==> config.mk <==
export PLATFORM = sky130hd
export DESIGN_NAME = crc_unit
export DESIGN_NICKNAME = d
export VERILOG_FILES = /design/src/rtl/crc_pkg.sv /design/src/rtl/crc_in_reflect.sv /design/src/rtl/crc_fold.sv /design/src/rtl/crc_out_reflect.sv /design/src/rtl/crc_unit.sv
export SDC_FILE = /design/constraint.sdc
export NUM_CORES = 2
export LEC_CHECK = 0
export ABC_AREA = 1
export BUFFER_PORTS_ARGS = -buffer_cell sky130_fd_sc_hd__clkbuf_2
export CORE_MARGIN = 1.5
export CORE_UTILIZATION = 62
export DETAILED_ROUTE_END_ITERATION = 12
export HOLD_SLACK_MARGIN = 0.08
export PLACE_DENSITY = 0.88
export SYNTH_ARGS = -nofsm -noshare
export SYNTH_HDL_FRONTEND = slang
export SYNTH_SLANG_ARGS = --single-unit
==> constraint.sdc <==
create_clock -name clk -period 36.6 [get_ports clk]
set_input_delay 9.15 -clock clk [delete_from_list [all_inputs] [get_ports clk]]
set_output_delay 9.15 -clock clk [all_outputs]
set_load 0.005 [all_outputs]
==> src/rtl/crc_pkg.sv <==
// Shared types and helpers for the CRC unit.
// Assumes a 32-bit data path; degree codes follow the control field encoding.
package crc_pkg;
    localparam int DATA_W = 32;

    typedef enum logic [1:0] {
        DEG_32 = 2'd0,
        DEG_16 = 2'd1,
        DEG_8  = 2'd2,
        DEG_7  = 2'd3
    } crc_deg_e;

    typedef enum logic [1:0] {
        MIR_NONE = 2'd0,
        MIR_BYTE = 2'd1,
        MIR_HALF = 2'd2,
        MIR_WORD = 2'd3
    } crc_mir_e;

    // Width in bits for a degree code.
    function automatic int deg_width(crc_deg_e d);
        case (d)
            DEG_32:  return 32;
            DEG_16:  return 16;
            DEG_8:   return 8;
            default: return 7;
        endcase
    endfunction

    // Mask of the active remainder bits for a degree code.
    function automatic logic [DATA_W-1:0] deg_mask(crc_deg_e d);
        case (d)
            DEG_32:  return 32'hFFFF_FFFF;
            DEG_16:  return 32'h0000_FFFF;
            DEG_8:   return 32'h0000_00FF;
            default: return 32'h0000_007F;
        endcase
    endfunction
endpackage

==> src/rtl/crc_in_reflect.sv <==
// Input mirroring stage: reverses bit order inside each byte, each half,
// or the whole word, as the mode selects. Purely combinational.
// Assumes W is a multiple of 16.
module crc_in_reflect
    import crc_pkg::*;
#(
    parameter int W = DATA_W
) (
    input  logic [W-1:0] din,
    input  crc_mir_e     mode,
    output logic [W-1:0] dout
);
    localparam int NBYTE = W / 8;
    localparam int NHALF = W / 16;

    logic [W-1:0] by_byte;
    logic [W-1:0] by_half;
    logic [W-1:0] by_word;

    // Per-byte mirror lanes.
    for (genvar g = 0; g < NBYTE; g++) begin : g_byte
        for (genvar b = 0; b < 8; b++) begin : g_bit
            assign by_byte[g*8 + b] = din[g*8 + 7 - b];
        end
    end

    // Per-half mirror lanes.
    for (genvar g = 0; g < NHALF; g++) begin : g_half
        for (genvar b = 0; b < 16; b++) begin : g_bit
            assign by_half[g*16 + b] = din[g*16 + 15 - b];
        end
    end

    // Whole-word mirror.
    for (genvar b = 0; b < W; b++) begin : g_word
        assign by_word[b] = din[W-1-b];
    end

    // Select the mirrored form requested by the mode field.
    always_comb begin
        case (mode)
            MIR_BYTE: dout = by_byte;
            MIR_HALF: dout = by_half;
            MIR_WORD: dout = by_word;
            default:  dout = din;
        endcase
    end
endmodule

==> src/rtl/crc_fold.sv <==
// Single-cycle fold of one word into the remainder, MSB first, for the
// selected degree. The unrolled loop becomes a parallel XOR network.
// Assumes rem_in is already masked to the degree; output is masked too.
module crc_fold
    import crc_pkg::*;
#(
    parameter int W = DATA_W
) (
    input  logic [W-1:0] rem_in,
    input  logic [W-1:0] word,
    input  logic [W-1:0] poly,
    input  crc_deg_e     deg,
    output logic [W-1:0] rem_out
);
    logic [W-1:0] msk;
    int           top;

    // Unrolled shift-and-xor over every word bit.
    always_comb begin
        logic [W-1:0] r;
        logic         fb;
        msk = deg_mask(deg);
        top = deg_width(deg) - 1;
        r   = rem_in & msk;
        for (int i = W - 1; i >= 0; i--) begin
            fb = r[top] ^ word[i];
            r  = (r << 1) & msk;
            if (fb) begin
                r = r ^ (poly & msk);
            end
        end
        rem_out = r;
    end
endmodule

==> src/rtl/crc_out_reflect.sv <==
// Read-side formatting of the remainder: masks to the degree and, when
// enabled, mirrors the bits within that width. Zero-extends the result.
module crc_out_reflect
    import crc_pkg::*;
#(
    parameter int W = DATA_W
) (
    input  logic [W-1:0] rem,
    input  crc_deg_e     deg,
    input  logic         mirror,
    output logic [W-1:0] dout
);
    logic [W-1:0] rev;

    // Full-width mirror, later shifted down to the degree.
    for (genvar b = 0; b < W; b++) begin : g_rev
        assign rev[b] = rem[W-1-b];
    end

    // Pick plain or mirrored view of the active bits.
    always_comb begin
        if (mirror) begin
            dout = (rev >> (W - deg_width(deg))) & deg_mask(deg);
        end else begin
            dout = rem & deg_mask(deg);
        end
    end
endmodule

==> src/rtl/crc_unit.sv <==
// Register-mapped CRC engine. Holds the seed, polynomial, control, scratch
// and remainder registers, decodes the bus and folds data writes in one
// cycle. Assumes full 32-bit accesses and at most one access per cycle.
module crc_unit
    import crc_pkg::*;
#(
    parameter int          ADDR_W   = 5,
    parameter logic [31:0] SEED_RST = 32'hFFFF_FFFF,
    parameter logic [31:0] POLY_RST = 32'h04C1_1DB7
) (
    input  logic              clk,
    input  logic              rst_n,
    input  logic              bus_sel,
    input  logic              bus_wr,
    input  logic [ADDR_W-1:0] bus_addr,
    input  logic [31:0]       bus_wdata,
    output logic [31:0]       bus_rdata
);
    localparam logic [ADDR_W-1:0] OFS_DATA = ADDR_W'(5'h00);
    localparam logic [ADDR_W-1:0] OFS_SCR  = ADDR_W'(5'h04);
    localparam logic [ADDR_W-1:0] OFS_CTL  = ADDR_W'(5'h08);
    localparam logic [ADDR_W-1:0] OFS_SEED = ADDR_W'(5'h10);
    localparam logic [ADDR_W-1:0] OFS_POLY = ADDR_W'(5'h14);
    localparam int                SCR_W    = 8;

    logic [DATA_W-1:0] rem_q;
    logic [DATA_W-1:0] init_q;
    logic [DATA_W-1:0] poly_q;
    logic [SCR_W-1:0]  scr_q;
    crc_deg_e          deg_q;
    crc_mir_e          mir_q;
    logic              omir_q;

    logic              wr_en;
    logic              wr_data, wr_scr, wr_ctl, wr_seed, wr_poly;
    crc_deg_e          new_deg;
    logic [DATA_W-1:0] mirrored;
    logic [DATA_W-1:0] folded;
    logic [DATA_W-1:0] data_view;

    // Write strobes per register.
    assign wr_en   = bus_sel && bus_wr;
    assign wr_data = wr_en && (bus_addr == OFS_DATA);
    assign wr_scr  = wr_en && (bus_addr == OFS_SCR);
    assign wr_ctl  = wr_en && (bus_addr == OFS_CTL);
    assign wr_seed = wr_en && (bus_addr == OFS_SEED);
    assign wr_poly = wr_en && (bus_addr == OFS_POLY);
    assign new_deg = crc_deg_e'(bus_wdata[4:3]);

    crc_in_reflect #(.W(DATA_W)) u_in (
        .din  (bus_wdata),
        .mode (mir_q),
        .dout (mirrored)
    );

    crc_fold #(.W(DATA_W)) u_fold (
        .rem_in  (rem_q),
        .word    (mirrored),
        .poly    (poly_q),
        .deg     (deg_q),
        .rem_out (folded)
    );

    crc_out_reflect #(.W(DATA_W)) u_out (
        .rem    (rem_q),
        .deg    (deg_q),
        .mirror (omir_q),
        .dout   (data_view)
    );

    // Configuration and scratch registers.
    always_ff @(posedge clk) begin
        if (!rst_n) begin
            init_q <= SEED_RST;
            poly_q <= POLY_RST;
            scr_q  <= '0;
            deg_q  <= DEG_32;
            mir_q  <= MIR_NONE;
            omir_q <= 1'b0;
        end else begin
            if (wr_seed) init_q <= bus_wdata;
            if (wr_poly) poly_q <= bus_wdata;
            if (wr_scr)  scr_q  <= bus_wdata[SCR_W-1:0];
            if (wr_ctl) begin
                deg_q  <= new_deg;
                mir_q  <= crc_mir_e'(bus_wdata[6:5]);
                omir_q <= bus_wdata[7];
            end
        end
    end

    // Running remainder: reload on reset command, fold on data write.
    always_ff @(posedge clk) begin
        if (!rst_n) begin
            rem_q <= SEED_RST;
        end else if (wr_ctl && bus_wdata[0]) begin
            rem_q <= init_q & deg_mask(new_deg);
        end else if (wr_data) begin
            rem_q <= folded;
        end
    end

    // Read multiplexer; unmapped offsets return zero.
    always_comb begin
        bus_rdata = '0;
        if (bus_sel && !bus_wr) begin
            case (bus_addr)
                OFS_DATA: bus_rdata = data_view;
                OFS_SCR:  bus_rdata = {{(DATA_W-SCR_W){1'b0}}, scr_q};
                OFS_CTL:  bus_rdata = {24'd0, omir_q, mir_q, deg_q, 3'b000};
                OFS_SEED: bus_rdata = init_q;
                OFS_POLY: bus_rdata = poly_q;
                default:  bus_rdata = '0;
            endcase
        end
    end
endmodule

== Word-level counts from Yosys, hierarchy flattened ==
Index checks and enable logic that the tools add are counted.
Storage, ports and cells
  input bits: 41
  register bits: 109
  logic and storage cells: 278
Cells by class
  $lt $le $gt $ge: 1
  add/subtract/negate cells: 2
  equal/unequal tests: 11
  reductions and logical operators: 13
  shifts and indexed selects: 1
  bitwise operators: 101
  multiplexer cells: 142
Operators with widths (count)
  $mux W32: 41
  $and A32 B32 Y32: 37
  $xor A32 B32 Y32: 32
  $pmux W32 S3: 3
  $bmux W1 S5: 32
  $pmux W32 S5: 1
  $mux W1: 64
  $lt A32 B7 Y1 const B: 1
  $shr A32 B32 Y32: 1
  $sub A7 B32 Y32 const A: 1
  $xor A1 B1 Y1: 32
  $pmux W6 S3: 1
  $eq A5 B5 Y1 const B: 2
  $eq A2 B2 Y1 const B: 4
  $logic_and A1 B1 Y1: 8
  $sub A6 B1 Y7 const B: 1
  $eq A2 B1 Y1 const B: 3
  $eq A5 B3 Y1 const B: 1
  $eq A5 B4 Y1 const B: 1
  $logic_not A5 Y1: 1
  $logic_not A2 Y1: 2
  $reduce_bool A2 Y1: 1
  $logic_not A1 Y1: 1

== Longest topological paths before layout ==
  depth after elaboration: 165
  depth in mapped cells: 238
  mapped depth without buffers: 233

== Cells and area by module ==
A second synthesis with hierarchy kept.
Second synthesis, totals
  cell total of the unflattened synthesis: 5128
  area, all modules: 29991.3 sq um
Modules (own cells, without submodules)
  crc_fold: area an instance 22429.0 sq um, times used 1, cells an instance 3824, sequential area each 0.0 sq um
  crc_unit: area an instance 5631.7 sq um, times used 1, cells an instance 928, sequential area each 2182.1 sq um
  crc_in_reflect: area an instance 1002.2 sq um, times used 1, cells an instance 194, sequential area each 0.0 sq um
  crc_out_reflect: area an instance 928.4 sq um, times used 1, cells an instance 182, sequential area each 0.0 sq um

== Worst setup path after synthesis ==
Ideal clock, no wire load.
  path type: input -> register
  from: input bus_wdata[24]
  to: register rem_q[29]
  stages: 205
  slack: 9.321 ns
  library setup time: 0.058 ns
  buffers on the path: 16
  data required time: 36.542 ns
  data arrival time: 27.221 ns
  cell sequence: o21bai_1 -> nand3_2 -> nand2_1 -> nand2_2 -> nand2_4 -> nand2_2 -> nand2_2 -> nor2_4 -> nor2_8 -> nand2_1 -> nand2_4 -> nand2_2 -> buf_6 -> nand2_2 -> nand3_1 -> nand2_2 -> inv_2 -> nand2_2 -> (+169 left out) -> nand2_2 -> nand2_4 -> nand2_1 -> or2_1 -> a21oi_2 -> xor2_1 -> nand2_1 -> nand2_2 -> clkinv_4 -> o21ai_2 -> nand2_4 -> nand2_4 -> inv_8 -> buf_12 -> buf_12 -> nand3_1 -> nand3_1 -> nand2_1
On the way
  word-level cells in the longest chain between the ends: 160
  elaborated cells between the ends (all ways): 222
RTL lines
  start, declared: line crc_unit.sv:16  | input logic [31:0] bus_wdata,
  $pmux W32 S3 (*): line crc_in_reflect.sv:41  | case (mode)
  $xor A1 B1 Y1: line crc_fold.sv:26  | fb = r[top] ^ word[i];
  $mux W32: line crc_fold.sv:28  | if (fb) begin
  $bmux W1 S5: line crc_fold.sv:26
  $mux W1 (implied by the code) (2 in series): line crc_fold.sv:26
  $xor A1 B1 Y1: line crc_fold.sv:26
  $mux W32: line crc_fold.sv:28
  $bmux W1 S5: line crc_fold.sv:26
  (+142 left out)
  $xor A1 B1 Y1: line crc_fold.sv:26
  $mux W32 (*): line crc_fold.sv:28
  $bmux W1 S5: line crc_fold.sv:26
  $mux W1 (implied by the code) (2 in series): line crc_fold.sv:26
  $xor A1 B1 Y1: line crc_fold.sv:26
  $mux W32 (*): line crc_fold.sv:28
  $mux W32 (*): line crc_unit.sv:98  | end else if (wr_data) begin
  $mux W32 (*): line crc_unit.sv:96  | end else if (wr_ctl && bus_wdata[0]) begin
  end signal, assigned: line crc_unit.sv:97  | rem_q <= init_q & deg_mask(new_deg);
  end signal, assigned: line crc_unit.sv:99  | rem_q <= folded;
  end, declared: line crc_unit.sv:26  | logic [DATA_W-1:0] rem_q;
Mark *: on every way between the ends. The rest lies on a longest branch, timed or not. The select of a mux whose other input is x is not followed.
A chain may end at the register's enable or synchronous reset.

== Worst setup path in the final report ==
  from: input bus_wdata[0]
  to: register rem_q[13]
On the way
  word-level cells in the longest chain between the ends: 160
  elaborated cells between the ends (all ways): 224
RTL lines (line)
  $pmux W32 S3: crc_in_reflect.sv:41
  $xor A1 B1 Y1: crc_fold.sv:26
  $mux W32: crc_fold.sv:28
  $bmux W1 S5: crc_fold.sv:26
  $mux W1 (implied by the code) (2 in series): crc_fold.sv:26
  $xor A1 B1 Y1: crc_fold.sv:26
  $mux W32: crc_fold.sv:28
  $bmux W1 S5: crc_fold.sv:26
  (+142 left out)
  $xor A1 B1 Y1: crc_fold.sv:26
  $mux W32: crc_fold.sv:28
  $bmux W1 S5: crc_fold.sv:26
  $mux W1 (implied by the code) (2 in series): crc_fold.sv:26
  $xor A1 B1 Y1: crc_fold.sv:26
  $mux W32: crc_fold.sv:28
  $mux W32: crc_unit.sv:98
  $mux W32: crc_unit.sv:96
Several ways; a longest one is shown, not always the timed one. The select of a mux whose other input is x is not followed.

==> flow_summary.json <==
{
  "synth_edf_count": 0,
  "synth_cell_types": 67,
  "grt_pass1_wl_um": 173000,
  "die_x_um": 217,
  "num_rows": 78,
  "synthAdderAreaFrac": 0.000439,
  "overflow": 0,
  "grt_antenna_before_repair": 3,
  "fmax_ghz": 0.0293,
  "synthCells": 4749,
  "required_ps": 36850,
  "crit_type": "in2reg",
  "final-hold-violation-count": 0,
  "syn_nets": 4791,
  "cpMaxStageDelayCell": "buf_4",
  "worstHoldPathCells": 2,
  "drive_gt1_frac": 0.148,
  "grt_usage": 0.479,
  "drcViolationCount": 0,
  "post_drt_wl_per_cell_um": 22.3,
  "cp-start-kind": "input pin",
  "setup_viol": 0,
  "rr_endpoint": "rem_q[13]$_SDFFE_PN1P_",
  "fin_area_um2": 28600,
  "antenna_left": 0,
  "synthSimpleGateAreaFrac": 0.395,
  "cts_root_buffer": "clkbuf_16",
  "synth_top_family_by_area": "simple AND/OR/NAND/NOR gates",
  "yosysSeqAreaShare": 0.0766,
  "critical_path.endpoint_type": "register",
  "via_count": 31900,
  "placed_cell_area_um2": 28200,
  "netlist_area_um2": 28500,
  "drt_iter0_markers": 4456,
  "ff2ff_path_depth": 206,
  "synth_xor_xnor_area_share": 0.264,
  "cap_violations": 1,
  "synth_ff_type": "dfxtp_1",
  "slew_viol_final": 1,
  "reg2reg_from": "deg_q[0]$_SDFFE_PN0P_",
  "reg2reg_slack_ps": 9230,
  "htree_levels": 3,
  "via_per_inst": 6.09,
  "critPathLaunch": "bus_wdata[0]",
  "io_pins": 73,
  "fin_crit_ps": 34080,
  "hold-path-endpoint": "rem_q[3]$_SDFFE_PN1P_",
  "synth_compound_area_frac": 0.130,
  "gp_congestion": 1.09,
  "critical_path.max_fanout": 32,
  "grt_max_degree": 93,
  "tns_ps": 0,
  "synth_warnings": 0,
  "drt-pass1-iter-count": 7,
  "grt_pass1_vias": 28600,
  "worst_pin_slew_ps": 1490,
  "initial_utilization": 0.628,
  "diodes": 0,
  "clk_latency_ps": 370,
  "cts_buffers": 9,
  "min_period_over_period": 0.931,
  "cpPeakStageDelay_ps": 310,
  "cp.arrival_ps": 34330,
  "syn_avg_cell_area_um2": 6.00,
  "fin_skew_ps": 14.5,
  "status": "complete, but fails checks",
  "cts_tree": "done",
  "min_from": "init_q[3]$_SDFFE_PN1P_",
  "final_nets": 4674,
  "crit_top_cell": "nand2_2",
  "muxShareOfSynthArea": 0.00141,
  "portBuffers": 72,
  "clock_path_buffers": 2,
  "die_h_um": 217,
  "cts.sinks": 109,
  "postSynth.asyncResetShare": 0,
  "min_path_type": "reg2reg",
  "layout-area-overhead-vs-synth_pct": 0.466,
  "violations": "max-capacitance violations, max-slew violations",
  "clkSlewWorstSetupHoldPaths_ps": 80,
  "core_um2": 45400,
  "synth_seq_cells": 109,
  "drt_wl_total_um": 117000,
  "die_area_um2": 47200,
  "slew_headroom": -0.00309,
  "dpl.hpwl_um": 84500
}
[state kept, by name, summed over array words and instances, names as in the netlist]
signal and flops:
scr_q 8, rem_q 32, deg_q 2, mir_q 2, omir_q 1, init_q 32, poly_q 32
[per-layer routing]
layer | vias up | wire length [um] | track usage
met1 | 14300 | 43600 | 0.614
met5 | - | 10 | 0
met2 | 2360 | 45300 | 0.677
met3 | 566 | 18500 | 0.163
li1 | 14700 | - | -
met4 | 2 | 9200 | 0.310
[how the worst max path moves through the flow]
stage / to / slack, ps
after floorplan: rem_q[29]$_SDFFE_PN1P_ / 9320
after global placement: rem_q[2]$_SDFFE_PN1P_ / 2160
after detailed placement: rem_q[2]$_SDFFE_PN1P_ / 1070
after CTS: rem_q[2]$_SDFFE_PN1P_ / 1400
final: rem_q[13]$_SDFFE_PN1P_ / 2520
after global routing: rem_q[2]$_SDFFE_PN1P_ / -20
[layout make-up]
cell class / count / area [um^2]
multi-input cells: 3947 / 22800
repair buffers: 167 / 1080
fillers: 4353 / 16800
well taps: 600 / 751
flip-flops and latches: 109 / 2180
inverters: 398 / 1540
clock inverters: 6 / 55.1
clock buffers: 10 / 229
[synthesized netlist by cell type (3+ instances only)]
cell	number	area [um^2]
o21ai_0	209	1050
o22ai_1	41	257
buf_1	33	124
a21oi_1	147	736
nor3_1	6	30.0
inv_2	47	176
mux2i_1	4	40.0
a31oi_1	24	150
clkinv_2	4	20.0
nand2_2	183	1140
xnor2_2	10	163
o21ai_2	26	228
inv_1	331	1240
or2_1	11	68.8
xor2_2	3	48.8
clkinv_1	4	15.0
a211oi_1	4	30.0
xnor2_1	306	2680
a21oi_2	13	114
o21bai_2	6	67.6
clkbuf_1	133	499
o21ai_1	11	55.1
buf_6	42	473
nand3_1	299	1500
nor2_2	25	156
inv_4	8	50.1
o221ai_1	3	26.3
buf_8	11	165
o211ai_1	51	383
nor2_1	251	942
o31ai_1	7	52.6
xor2_1	525	4600
a221oi_1	32	280
nand3_2	94	941
nand2_4	32	360
clkbuf_8	61	840
nand4_1	4	25.0
o21bai_1	24	180
buf_4	9	67.6
dfxtp_1	109	2180
nand2_1	1567	5880
nor2_4	7	78.8
[worst max-delay path, delay by kind of cell]
kind	cells	cell delay (ps)
buffers and inverters	29	3660
AND/OR/NAND/NOR	164	19040
AO/OA/AOI/OAI	16	1840
XOR/XNOR	3	480
[timing repair]
action,CTS,global route
gates resized for setup,0,22
setup buffers,0,0
endpoints found under the setup margin,0,32
hold endpoints to repair,0,0
hold buffers,0,0
[per-stage QoR]
stage | std cells | hold slack (ps) | utilization | worst slack [ps]
3_5_place_dp | 5221 | 482 | 0.621 | 1070
5_1_grt | 5237 | 534 | 0.630 | -20.0
6_report | 5237 | 508 | 0.630 | 2520
4_1_cts | 5237 | 508 | 0.627 | 1400
2_1_floorplan | 4749 | 457 | - | 9320
3_3_place_gp | 5221 | 479 | 0.621 | 2160
[cell families (layout without fill, tap and decap cells)]
kind of cell	after synthesis	after routing
AO/OA/AOI/OAI	609	609
XOR/XNOR	845	845
adder cells (fa/ha/maj)	1	1
buffers and inverters	693	581
flip-flops	109	109
multiplexers	4	4
AND/OR/NAND/NOR	2488	2488
[layout by cell type, fill, tap and decap left out, types with 26 or more instances in the layout]
master,count
o21ai_2,26
o22ai_1,41
nand2_1,1564
inv_1,329
nand2_2,181
o211ai_1,51
nand3_1,299
xnor2_1,306
o21ai_0,209
dfxtp_1,108
clkbuf_2,72
inv_2,49
a221oi_1,32
nor2_1,223
buf_4,94
nand3_2,94
a21oi_1,147
nor2_2,44
xor2_1,525
Power is left out: the tool's default activity adds up to more than one toggle a clock period on the data nets, which glitch-free logic cannot reach.
